$ cat config.mk
export PLATFORM = sky130hd
export DESIGN_NAME = spp_promoter
export DESIGN_NICKNAME = d
export VERILOG_FILES = /design/src/rtl/spp_pkg.sv /design/src/rtl/spp_region_table.sv /design/src/rtl/spp_req_slot.sv /design/src/rtl/spp_promoter.sv
export SDC_FILE = /design/constraint.sdc
export NUM_CORES = 1
export LEC_CHECK = 0
export BUFFER_PORTS_ARGS = -buffer_cell sky130_fd_sc_hd__buf_4
export CAP_MARGIN = 40
export CORE_MARGIN = 2
export CORE_UTILIZATION = 30
export CTS_BUF_LIST = sky130_fd_sc_hd__clkbuf_4 sky130_fd_sc_hd__clkbuf_8
export CTS_CLUSTER_DIAMETER = 30
export DETAILED_ROUTE_END_ITERATION = 10
export PLACE_DENSITY = 0.52
export REMOVE_ABC_BUFFERS = 1
export SYNTH_ARGS = -nofsm -noshare
export SYNTH_HDL_FRONTEND = slang
export SYNTH_SLANG_ARGS = --single-unit
$ cat constraint.sdc
create_clock -name clk -period 6.3 [get_ports clk]
set_input_delay 1.26 -clock clk [delete_from_list [all_inputs] [get_ports clk]]
set_output_delay 1.26 -clock clk [all_outputs]
set_load 0.05 [all_outputs]
$ cat src/rtl/spp_pkg.sv
package spp_pkg;
    // Where a newly raised promotion request is placed
    typedef enum logic [1:0] {
        PUT_NONE = 2'd0,
        PUT_OUT  = 2'd1,
        PUT_WAIT = 2'd2,
        PUT_LOST = 2'd3
    } put_e;
endpackage

$ cat src/rtl/spp_region_table.sv
// Tracks recently missed aligned groups and fires once per group at threshold.
module spp_region_table #(
    parameter int VPN_W    = 20,
    parameter int GRP_BITS = 4,
    parameter int ENTRIES  = 8,   // power of two
    parameter int CNT_W    = 8
) (
    input  logic             clk,
    input  logic             rst_n,
    input  logic             miss_valid,
    input  logic [VPN_W-1:0] miss_vpn,
    input  logic [CNT_W-1:0] cost_n,
    output logic             fire,
    output logic [VPN_W-1:0] fire_base
);
    localparam int RID_W = VPN_W - GRP_BITS;
    localparam int IDX_W = (ENTRIES > 1) ? $clog2(ENTRIES) : 1;
    localparam logic [IDX_W-1:0] OLDEST = IDX_W'(ENTRIES - 1);

    typedef struct packed {
        logic             valid;
        logic             done;
        logic [RID_W-1:0] rid;
        logic [CNT_W-1:0] cnt;
        logic [IDX_W-1:0] age;
    } ent_t;

    ent_t [ENTRIES-1:0] tab_d, tab_q;

    logic [RID_W-1:0] rid;
    logic [CNT_W-1:0] thr;
    logic [CNT_W-1:0] next_cnt;
    logic             hit;
    logic [IDX_W-1:0] hit_idx, vic_idx, sel, sel_age;

    assign rid       = miss_vpn[VPN_W-1:GRP_BITS];
    assign thr       = (cost_n == '0) ? CNT_W'(1) : cost_n;
    assign fire_base = {rid, {GRP_BITS{1'b0}}};

    // Lookup: matching entry, and the oldest entry as victim
    always_comb begin
        hit     = 1'b0;
        hit_idx = '0;
        vic_idx = '0;
        for (int i = 0; i < ENTRIES; i++) begin
            if (tab_q[i].valid && tab_q[i].rid == rid) begin
                hit     = 1'b1;
                hit_idx = IDX_W'(i);
            end
            if (tab_q[i].age == OLDEST) begin
                vic_idx = IDX_W'(i);
            end
        end
        sel      = hit ? hit_idx : vic_idx;
        sel_age  = tab_q[sel].age;
        next_cnt = tab_q[sel].cnt + CNT_W'(1);
    end

    // Next-state computation
    always_comb begin
        tab_d = tab_q;
        fire  = 1'b0;
        if (miss_valid) begin
            for (int i = 0; i < ENTRIES; i++) begin
                if (IDX_W'(i) == sel) begin
                    tab_d[i].age = '0;
                end else if (tab_q[i].age < sel_age) begin
                    tab_d[i].age = tab_q[i].age + IDX_W'(1);
                end
            end
            if (hit) begin
                if (!tab_q[sel].done) begin
                    tab_d[sel].cnt = next_cnt;
                    if (next_cnt >= thr) begin
                        tab_d[sel].done = 1'b1;
                        fire            = 1'b1;
                    end
                end
            end else begin
                tab_d[sel].valid = 1'b1;
                tab_d[sel].rid   = rid;
                tab_d[sel].cnt   = CNT_W'(1);
                tab_d[sel].done  = (thr == CNT_W'(1));
                fire             = (thr == CNT_W'(1));
            end
        end
    end

    always_ff @(posedge clk) begin
        if (!rst_n) begin
            for (int i = 0; i < ENTRIES; i++) begin
                tab_q[i] <= '{valid: 1'b0, done: 1'b0, rid: '0, cnt: '0,
                              age: IDX_W'(i)};
            end
        end else begin
            tab_q <= tab_d;
        end
    end
endmodule

$ cat src/rtl/spp_req_slot.sv
// Output register plus one waiting slot; overflow is counted.
module spp_req_slot
    import spp_pkg::*;
#(
    parameter int VPN_W  = 20,
    parameter int DROP_W = 8
) (
    input  logic              clk,
    input  logic              rst_n,
    input  logic              push,
    input  logic [VPN_W-1:0]  push_base,
    input  logic              ack,
    output logic              out_valid,
    output logic [VPN_W-1:0]  out_base,
    output logic [DROP_W-1:0] drops
);
    typedef struct packed {
        logic              out_v;
        logic [VPN_W-1:0]  out_b;
        logic              wait_v;
        logic [VPN_W-1:0]  wait_b;
        logic [DROP_W-1:0] lost;
    } slot_t;

    slot_t st_d, st_q;
    slot_t after_ack;
    put_e  put;

    always_comb begin
        after_ack = st_q;
        if (st_q.out_v && ack) begin
            after_ack.out_v = 1'b0;
        end
        if (!after_ack.out_v && after_ack.wait_v) begin
            after_ack.out_v  = 1'b1;
            after_ack.out_b  = after_ack.wait_b;
            after_ack.wait_v = 1'b0;
        end

        if (!push)                    put = PUT_NONE;
        else if (!after_ack.out_v)    put = PUT_OUT;
        else if (!after_ack.wait_v)   put = PUT_WAIT;
        else                          put = PUT_LOST;

        st_d = after_ack;
        case (put)
            PUT_OUT: begin
                st_d.out_v = 1'b1;
                st_d.out_b = push_base;
            end
            PUT_WAIT: begin
                st_d.wait_v = 1'b1;
                st_d.wait_b = push_base;
            end
            PUT_LOST: begin
                if (after_ack.lost != '1) begin
                    st_d.lost = after_ack.lost + DROP_W'(1);
                end
            end
            default: ;
        endcase
    end

    always_ff @(posedge clk) begin
        if (!rst_n) begin
            st_q <= '0;
        end else begin
            st_q <= st_d;
        end
    end

    assign out_valid = st_q.out_v;
    assign out_base  = st_q.out_b;
    assign drops     = st_q.lost;
endmodule

$ cat src/rtl/spp_promoter.sv
module spp_promoter #(
    parameter int VPN_W    = 20,
    parameter int GRP_BITS = 4,
    parameter int ENTRIES  = 8,
    parameter int CNT_W    = 8,
    parameter int DROP_W   = 8
) (
    input  logic              clk,
    input  logic              rst_n,
    input  logic              miss_valid,
    input  logic [VPN_W-1:0]  miss_vpn,
    input  logic [CNT_W-1:0]  cost_n,
    input  logic              promo_ack,
    output logic              promo_valid,
    output logic [VPN_W-1:0]  promo_base,
    output logic [DROP_W-1:0] drop_count
);
    logic             fire;
    logic [VPN_W-1:0] fire_base;

    spp_region_table #(
        .VPN_W(VPN_W), .GRP_BITS(GRP_BITS), .ENTRIES(ENTRIES), .CNT_W(CNT_W)
    ) u_table (
        .clk(clk), .rst_n(rst_n), .miss_valid(miss_valid), .miss_vpn(miss_vpn),
        .cost_n(cost_n), .fire(fire), .fire_base(fire_base)
    );

    spp_req_slot #(
        .VPN_W(VPN_W), .DROP_W(DROP_W)
    ) u_slot (
        .clk(clk), .rst_n(rst_n), .push(fire), .push_base(fire_base),
        .ack(promo_ack), .out_valid(promo_valid), .out_base(promo_base),
        .drops(drop_count)
    );
endmodule

[Word-level counts from Yosys, hierarchy flattened]
Cells that the tools add are included.
Storage, ports and cells
  register bits after elaboration: 274
  input port bits: 32
  output and inout port bits: 29
  word-level logic and storage cells: 189
Operators by class
  add/subtract/negate cells: 10
  order comparisons: 11
  eq/ne operators: 28
  muxes and demuxes: 78
  reductions and logical operators: 17
Operators with widths (count)
  bitwise mux 232 bit: 6
  two-way mux 232 bit: 3
  demux 29 bit (select 3 bit): 4
  == test 16 bit: 8
  two-way mux 3 bit: 33
  binary-select mux 29 bit (select 3 bit): 1
  two-way mux 28 bit: 2
  two-way mux 21 bit: 2
  two-way mux 29 bit: 1
  two-way mux 27 bit: 1
  adder 3 x 1 -> 3 bit (second input constant): 8
  < comparator 3 bit: 8
  two-way mux 22 bit: 1
  == test 3 bit (second input constant): 7
  adder 8 x 1 -> 8 bit (second input constant): 2
  two-way mux 1 bit: 16
  == test 3 bit (first input constant): 4
  two-way mux 2 bit: 6
  logical AND 1 bit: 11
  two-way mux 11 bit: 1
  == test 8 x 1 -> 1 bit (second input constant): 1
  >= comparator 8 bit: 1
  zero test 8 bit: 1
  two-way mux 8 bit: 1
  other kinds (12): 15

[Longest topological paths before layout]
Gate-level depths: netlist (run 1).
  depth after elaboration: 22
  gate-level depth with buffers: 30
  gate-level depth less buffers: 25

[Cells and area by module]
Synthesis (run 1) repeated with hierarchy kept, for this count alone.
Second synthesis, totals
  cell total of the unflattened synthesis: 1804
  area total of the unflattened synthesis: 14980.6 µm²
By module, submodules not included
  spp_region_table: times used 1, cells an instance 1538, area each 12672.2 µm², seq. area each 4644.5 µm²
  spp_req_slot: times used 1, cells an instance 266, area each 2308.5 µm², seq. area each 1001.0 µm²

[Worst setup path after synthesis (run 1)]
OpenSTA, ideal clock, no wires.
  path type: input to register
  start point: input port miss_vpn[18]
  end point: register u_slot.st_q[28] (netlist bit)
  setup time: 0.115 ns
  data arrival time: 6.706 ns
  data required time: 6.185 ns
  setup slack: -0.521 ns
  cell stages on the path: 28
  path buffers: 4
  cell sequence: buf_4 xor2_1 or4_1 or4_4 o22ai_4 nor3_1 nor2_4 buf_2 mux2i_1 mux2i_1 mux2_2 ha_1 xnor2_1 inv_1 ha_1 nor2b_1 o21ai_0 nand2b_1 a21oi_1 nor2b_1 o21ai_0 nand2b_1 a21oi_1 o21ai_4 and4b_1 buf_6 buf_8 o21a_1
Between the ends
  word-level cells in the longest chain between the ends: 22
  elaborated cells on any way between the ends: 43
  those cells by class: 1 x add/sub; 1 x order compare; 9 x eq/ne; 24 x mux; 8 x reduce/logical
RTL lines
  start: declaration: line spp_promoter.sv:11  | input logic [VPN_W-1:0] miss_vpn,
  == test 16 bit: line spp_region_table.sv:46  | if (tab_q[i].valid && tab_q[i].rid == rid) begin
  logical AND 1 bit: line spp_region_table.sv:46
  two-way mux 1 bit (8 in a row): line spp_region_table.sv:46
  two-way mux 3 bit: line spp_region_table.sv:54  | sel = hit ? hit_idx : vic_idx;
  binary-select mux 29 bit (select 3 bit): line spp_region_table.sv:56, spp_region_table.sv:72
  two-way mux 28 bit
  adder 8 x 1 -> 8 bit: line spp_region_table.sv:56  | next_cnt = tab_q[sel].cnt + CNT_W'(1);
  >= comparator 8 bit: line spp_region_table.sv:74  | if (next_cnt >= thr) begin
  two-way mux 1 bit: line spp_region_table.sv:74
  two-way mux 1 bit: line spp_region_table.sv:72  | if (!tab_q[sel].done) begin
  two-way mux 1 bit (*): line spp_region_table.sv:71  | if (hit) begin
  two-way mux 1 bit (*): line spp_region_table.sv:63  | if (miss_valid) begin
  two-way mux 2 bit (*): line spp_req_slot.sv:40  | if (!push) put = PUT_NONE;
  == test 2 bit (*): line spp_req_slot.sv:46  | case (put)
  two-way mux 21 bit (*): line spp_req_slot.sv:46
  end signal: assignment: line spp_req_slot.sv:68  | st_q <= st_d;
  end: declaration: line spp_req_slot.sv:25  | slot_t st_d, st_q;
Every way passes the cells marked *; elsewhere a longest branch is shown, timed or not. The select of a mux whose other input is x is not followed.
A chain may end at the register's enable or synchronous reset.

[Final worst setup path (run 1)]
  start point: input port miss_vpn[7]
  end point: register u_slot.st_q, in the netlist u_slot.after_ack[20]
Between the ends
  word-level cells in the longest chain between the ends: 21
  elaborated cells on any way between the ends: 42
  those cells by class: 1 x add/sub; 1 x order compare; 9 x eq/ne; 23 x mux; 8 x reduce/logical
RTL lines (line)
  == test 16 bit: spp_region_table.sv:46
  logical AND 1 bit: spp_region_table.sv:46
  two-way mux 1 bit (8 in a row): spp_region_table.sv:46
  two-way mux 3 bit: spp_region_table.sv:54
  binary-select mux 29 bit (select 3 bit): spp_region_table.sv:56, spp_region_table.sv:72
  two-way mux 28 bit
  adder 8 x 1 -> 8 bit: spp_region_table.sv:56
  >= comparator 8 bit: spp_region_table.sv:74
  two-way mux 1 bit: spp_region_table.sv:74
  two-way mux 1 bit: spp_region_table.sv:72
  two-way mux 1 bit (*): spp_region_table.sv:71
  two-way mux 1 bit (*): spp_region_table.sv:63
  two-way mux 2 bit (*): spp_req_slot.sv:40
  == test 2 bit (*): spp_req_slot.sv:46
Marked as above.

==> reports/metrics.cfg, run 1 <==
[worst_setup_path]
critical_path.max_fanout=8
critPathArrivalTime_ns=6.64
cp.required_ns=6.85
endpoint_kind=flop
critPathLaunchType=input port
ff2ff_setup_slack_ns=0.71
path_class=input port to flop

[pwr]
ir_drop_v=0.000174
clock_power_share_pct=34.4
seqPwrFrac_pct=26.0
leakage_nw=7.44
swShare_pct=36.5
switchingPower_w=0.00304
powerDensity_nw_per_um2=446
p_comb_share_pct=39.5
p_int_w=0.00529

[sta]
finClkSkew_ns=0.0501
max_slew_margin_pct=35.2
fin_crit_ns=6.09
post-route-period-util_pct=96.6
fmax_mhz=164
tightest_slew_ns=0.968
finalMaxSlewViolations=0
hold_violations=0
timing.hold.ws_ns=0.453
setup_tns_ns=0
setup_viol=0

[synthesis]
syn_inst=1742
ys_seq_area_share_pct=37.5
syn_area_um2=14600
synth_ff_type=dfxtp_1
synth_top_area_share_pct=37.5
synth_common_cells=284 x nand2_1, 274 x dfxtp_1, 138 x mux2i_1
yosysTopAreaCell=dfxtp_1
synth_edf_count=0
synth_warnings=0
ys_types=80
synth_seq_cells=274
yosysMostFrequentCell=nand2_1
synthArstFlopShare_pct=0
ys_top_cells_by_area=dfxtp_1 38%, mux2i_1 9.4%, nand2_1 7.3%
syn_avg_cell_area_um2=8.39

[final_layout]
diodes=0
multi_input_area_um2=8490
postLayoutCoreUtil_pct=39.0
regArea_um2=5490
nFillCells=4874
synthToLayoutAreaGrowth_pct=27.8
drive_above_1_share_pct=23.9
final_net_count=2011

[global_routing]
grt_pass1_vias=12900
track_usage_pct=17.4
antenna_found_initial=0
grt_max_degree=75
grt_pass1_wl_um=69500
globalRouteOverflowTotal=0

[floorplanning]
rows=80
coreArea_um2=47900
boundaryPins=61
chipWidth_um=225
start_util_pct=30.5
dieArea_um2=50500
die_h_um=225

[route]
vias=12900
drtPass1Iterations=5
vias_per_cell=4.96
wirelength_um=43900
drc=0
drtAntennaViolNets=0
drt_iter0_markers=764
wl_per_cell_um=16.8

[placed_design]
numPortBuffers=52
gp_congestion=0.886
hpwl_um=31000

[run_status]
status=completed

[cts]
cts_root_buf=clkbuf_8
postCtsHoldBufs=0
ctsLongestPathBuffers=3
cts_tree=built
cts_htree_levels=3
tritoncts_num_sinks=274
cts_buffers=79
clk_pin_slew_ns=0.05
clock_latency_ns=0.66

[job]
max_cap_viol_count=0

[min_path]
hold_path_class=flop to flop

[path summary, 6_finish.rpt]
kind                                      from                           endpoint  cells after the start
max                                miss_vpn[7]  u_slot.after_ack[20]$_SDFFE_PN0N_                     28
min          u_slot.after_ack[22]$_SDFFE_PN0N_  u_slot.after_ack[22]$_SDFFE_PN0N_                      2
max reg2reg    u_table.tab_q[217]$_SDFFE_PN0P_  u_slot.after_ack[20]$_SDFFE_PN0N_                     27
min reg2reg  u_slot.after_ack[22]$_SDFFE_PN0N_  u_slot.after_ack[22]$_SDFFE_PN0N_                      2
[sequential cells by signal, summed over array words and instances, names as in the netlist]
register and cells:
u_slot.drops 8, u_slot.out_base 16, u_table.tab_q 232, u_slot.after_ack 16, u_slot.st_q 1, u_slot.out_valid 1
[cell families (layout without fill, tap and decap cells)]
kind of cell | Yosys count | count (layout) | synth area share (%)
multiplexers | 165 | 165 | 11.6
other | 1 | 4 | 0.0256
AO/OA/AOI/OAI | 288 | 288 | 12.3
buffers and inverters | 170 | 420 | 5.60
adder cells (fa/ha/maj) | 44 | 44 | 3.76
AND/OR/NAND/NOR | 666 | 666 | 21.2
XOR/XNOR | 134 | 134 | 8.03
flip-flops | 274 | 274 | 37.5
[worst max-delay path, cell delays in order]
cell and delay [ns]:
buf_4 0.18, xor2_1 0.16, or4b_2 0.73, nor4_2 0.26
buf_4 0.17, a22oi_1 0.09, nor4b_2 0.20, a21oi_2 0.17
and2_4 0.18, mux2_1 0.32, a211o_1 0.34, ha_4 0.20
xnor2_2 0.15, inv_1 0.07, ha_1 0.28, nor2b_2 0.12
o21ai_1 0.06, nand2b_1 0.06, a21oi_1 0.06, nor2b_1 0.11
o21ai_1 0.07, nand2b_1 0.09, a21oi_2 0.08, buf_4 0.15
o21ai_4 0.30, and4b_2 0.39, clkbuf_16 0.20, mux2i_1 0.18
[cell usage in the layout, fill, tap and decap left out, types with 16 or more instances in the layout]
cell type    n
dfxtp_1    274
buf_4      236
nand4_1     41
nand3_1     73
clkbuf_8    90
nand2b_1    18
ha_1        43
xnor2_1     89
a21oi_1    122
mux2_2      24
o21ai_0     56
inv_1       30
nor2_1     123
nor3_1      34
nand2_1    284
xor2_1      39
or2_2       16
mux2i_1    137
[layer usage]
layer,track usage [%],part of all wire [%],vias to the layer above
met5,0,0,-
met4,8.27,3.6,0
met3,3.34,4.6,92
met2,28.0,45,282
met1,22.4,46,6116
li1,-,-,6451
[repair_timing]
action | CTS | global route
hold endpoints to repair | 0 | 0
pin swaps | 0 | 12
resized for setup | 4 | 30
cloned | 0 | 1
setup endpoints to repair | 17 | 50
buffers inserted | 0 | 2
[stage by stage]
stage	instances	total power (W)	instance area, µm²	setup slack [ns]
6_report	2610	0.00833	18700	0.215
5_1_grt	2610	0.00885	18700	-0.0294
4_1_cts	2607	0.00832	18500	0.0312
3_5_place_dp	2466	0.00539	16600	-0.720
3_3_place_gp	2465	0.00532	16600	-0.794
2_1_floorplan	1607	0.00414	13900	-0.878
[cell type report]
cell class / instances / area share [%]
clock buffers: 104 / 7.19
clock inverters: 37 / 2.82
inverters: 32 / 0.656
multi-input cells: 1301 / 45.4
flip-flops and latches: 274 / 29.4
well taps: 615 / 4.12
repair buffers: 247 / 10.4
[power by group through the flow]
stage / sequential (W) / clock, W / combinational (W)
2_1_floorplan: 0.00215 / 0 / 0.00200
3_3_place_gp: 0.00219 / 0 / 0.00313
3_5_place_dp: 0.00220 / 0 / 0.00320
4_1_cts: 0.00216 / 0.00293 / 0.00323
5_1_grt: 0.00220 / 0.00303 / 0.00362
6_report: 0.00217 / 0.00287 / 0.00329
Power figures use the tool's default switching activity.
==> run 2: changes to the inputs <==
- SYNTH_HIERARCHICAL: not set -> 1
==> reports/metrics.cfg, run 2 <==
[run_status]
status=completed

[global_routing]
grt_pass1_vias=13200  ; +2.7%
grt_most_used_layer=met2
grtUsageMet2_pct=28.3  ; +0.28 points
globalRouteOverflowTotal=0  ; unchanged
track_usage_pct=17.4  ; -0.042 points
grt_pass1_wl_um=70900  ; +2.1%
antenna_found_initial=1  ; +1
grtUsageMet3_pct=3.21  ; -0.13 points
gr-usage-met1_pct=22.9  ; +0.45 points
grt_max_degree=127  ; +69%

[pwr]
swShare_pct=38.3  ; +1.8 points
ir_drop_v=0.000188  ; +8.5%
leakage_nw=7.38  ; -0.84%
seqPwrFrac_pct=26.2  ; +0.2 points
p_comb_share_pct=44.8  ; +5.3 points
finalPower_w=0.00846  ; +1.5%
p_int_w=0.00522  ; -1.4%
switchingPower_w=0.00324  ; +6.6%
powerDensity_nw_per_um2=444  ; -0.47%
clock_power_share_pct=29.0  ; -5.4 points

[final_layout]
postLayoutCoreUtil_pct=38.8  ; -0.20 points
synthToLayoutAreaGrowth_pct=27.2
largest_reg_flops=232  ; unchanged
top_register=u_table/tab_q
final_net_count=2040  ; +1.4%
drive_above_1_share_pct=24.7  ; +0.79 points
final_common_cell=nand2_1
nFillCells=4977  ; +2.1%
final_cell_mix=348 x nand2_1, 282 x dfxtp_1, 219 x buf_4
design_area_um2=19100  ; +2.0%

[synthesis]
ys_seq_area_share_pct=37.7  ; +0.17 points
syn_inst=1804  ; +3.6%
synthArstFlopShare_pct=0  ; unchanged
synth_common_cells=349 x nand2_1, 282 x dfxtp_1, 175 x a21oi_1
yosysTopAreaCell=dfxtp_1
ys_types=97  ; +21%
syn_avg_cell_area_um2=8.30  ; -1.1%
synth_top_area_share_pct=37.7  ; +0.17 points
syn_area_um2=15000  ; +2.4%
synth_ff_type=dfxtp_1
ys_top_cells_by_area=dfxtp_1 38%, nand2_1 8.7%, a21oi_1 5.8%
synth_edf_count=0  ; unchanged
synth_seq_cells=282  ; +2.9%
yosysMostFrequentCell=nand2_1
synth_warnings=6  ; +6

[placed_design]
placed_cell_area_um2=16800  ; +0.93%
place_ws_ns=-1.08  ; -0.359 ns
numPortBuffers=56  ; +7.7%
hpwl_um=30200  ; -2.8%
gp_congestion=0.827  ; -6.7%

[worst_setup_path]
path_class=input port to flop
critical_path.max_fanout=5  ; -3
endpoint_kind=flop
cp_slowest_stage_delay_ns=0.56  ; -0.17 ns
cp_slowest_cell=or4_4
r2r_start=u_table/tab_q[15]$_SDFFE_PN0P_
cp_common_cell=buf_4
cp-startpoint=miss_vpn[15]
critPathArrivalTime_ns=6.68  ; +0.04 ns
critPathLaunchType=input port
cp.required_ns=6.76  ; -0.09 ns

[sta]
hold_violations=0  ; unchanged
max_slew_margin_pct=47.4  ; +12 points
fmax_mhz=161  ; -2.2%
fin_crit_ns=6.22  ; +0.138 ns
setup_viol=0  ; unchanged
finClkSkew_ns=0.0403  ; -0.00976 ns
final.setup.worst_slack_ns=0.0766  ; -0.138 ns
post-route-period-util_pct=98.8  ; +2.2 points
tightest_slew_ns=0.782  ; -0.186 ns
finalMaxSlewViolations=0  ; unchanged
timing.hold.ws_ns=0.453  ; +0.000269 ns

[floorplanning]
boundaryPins=61  ; unchanged
die_h_um=227  ; +1.2%
start_util_pct=30.5  ; about the same
coreArea_um2=49200  ; +2.5%
chipWidth_um=227  ; +1.2%
rows=81  ; +1.3%
dieArea_um2=51700  ; +2.4%

[cts]
cts_root_buf=clkbuf_8
tritoncts_num_sinks=282  ; +2.9%
ctsLongestPathBuffers=3  ; unchanged
clk_pin_slew_ns=0.05  ; about the same
postCtsHoldBufs=0  ; unchanged
cts_htree_levels=3  ; unchanged
cts_buffers=73  ; -7.6%
cts_tree=built
clock_latency_ns=0.62  ; -0.04 ns

[route]
wl_per_cell_um=16.8  ; +0.23%
vias_per_cell=4.94  ; -0.41%
drtPass1Iterations=8  ; +3
wirelength_um=45200  ; +3.0%
drtAntennaViolNets=0  ; unchanged
vias=13200  ; +2.3%
drc=0  ; unchanged
drt_iter0_markers=833  ; +9.0%

[min_path]
hold_path_class=flop to flop
hp-start=u_slot/after_ack[21]$_SDFFE_PN0N_

[job]
max_cap_viol_count=0  ; unchanged

==> run 2: final cells by class <==
type,count,area (µm²),share of cell area (%)
antenna,1,2.50,0.0131
multi-input combinational,1322,8730,45.8
clock buffer,103,1340,7.04
clock inverter,24,230,1.21
inverter,37,141,0.742
tap,664,831,4.36
timing repair buffer,248,2140,11.2
sequential,282,5650,29.6
==> run 2: worst paths after layout <==
path	to	slack [ns]	cells after the start
setup / recovery	u_slot/drops[3]$_SDFFE_PN0P_	0.08	30
hold / removal	u_slot/after_ack[21]$_SDFFE_PN0N_	0.45	2
setup reg to reg	u_slot/drops[3]$_SDFFE_PN0P_	0.51	29
hold reg to reg	u_slot/after_ack[21]$_SDFFE_PN0N_	0.45	2
==> run 2: stage by stage <==
| stage | cells | TNS [ns] |
|---|---|---|
| finish | 2681 | 0 |
| global route | 2681 | -1.59 |
| CTS | 2669 | 0 |
| detailed placement | 2538 | -51.84 |
| global placement | 2538 | -55.02 |
| floorplan | 1640 | -52.39 |
==> run 2: worst max-delay path, delay by kind of cell <==
| kind | cells | cell delay [ns] |
|---|---|---|
| AND/OR/NAND/NOR | 11 | 2.38 |
| AO/OA/AOI/OAI | 10 | 1.44 |
| buffers and inverters | 5 | 0.76 |
| adder cells (fa/ha/maj) | 2 | 0.46 |
| multiplexers | 1 | 0.22 |
| XOR/XNOR | 1 | 0.17 |
==> run 2: power by group through the flow <==
stage	Clock, W	Sequential (W)	Combinational [W]
floorplan	0	0.00220	0.00221
global placement	0	0.00224	0.00343
detailed placement	0	0.00224	0.00349
CTS	0.00252	0.00221	0.00357
global route	0.00261	0.00225	0.00416
finish	0.00245	0.00222	0.00379
==> run 2: cell families (layout without fill, tap and decap cells) <==
logic type	after synthesis	after routing	share of synthesized area, %
AOI/OAI and AO/OA	362	363	16.1
xor gates and xnor gates	132	132	7.87
adders and majority gates	44	44	3.67
buffers and inverters	204	412	7.31
DFF	282	282	37.7
muxes	87	87	5.97
other	1	5	0.0250
and+or+nand+nor	692	692	21.4
==> run 2: per-layer routing <==
metal  wire length (µm)  vias up
li1                   -     6574
met1              20900     6267
met3               2190       93
met2              20800      304
met4               1250        0
met5                  0        -
==> run 2: repair_timing <==
action                                  4_1_cts  5_1_grt
gates resized for setup                      22       76
endpoints found under the setup margin       49       49
pin swaps                                     6       26
setup buffers                                 4        8
cloned                                        0        4
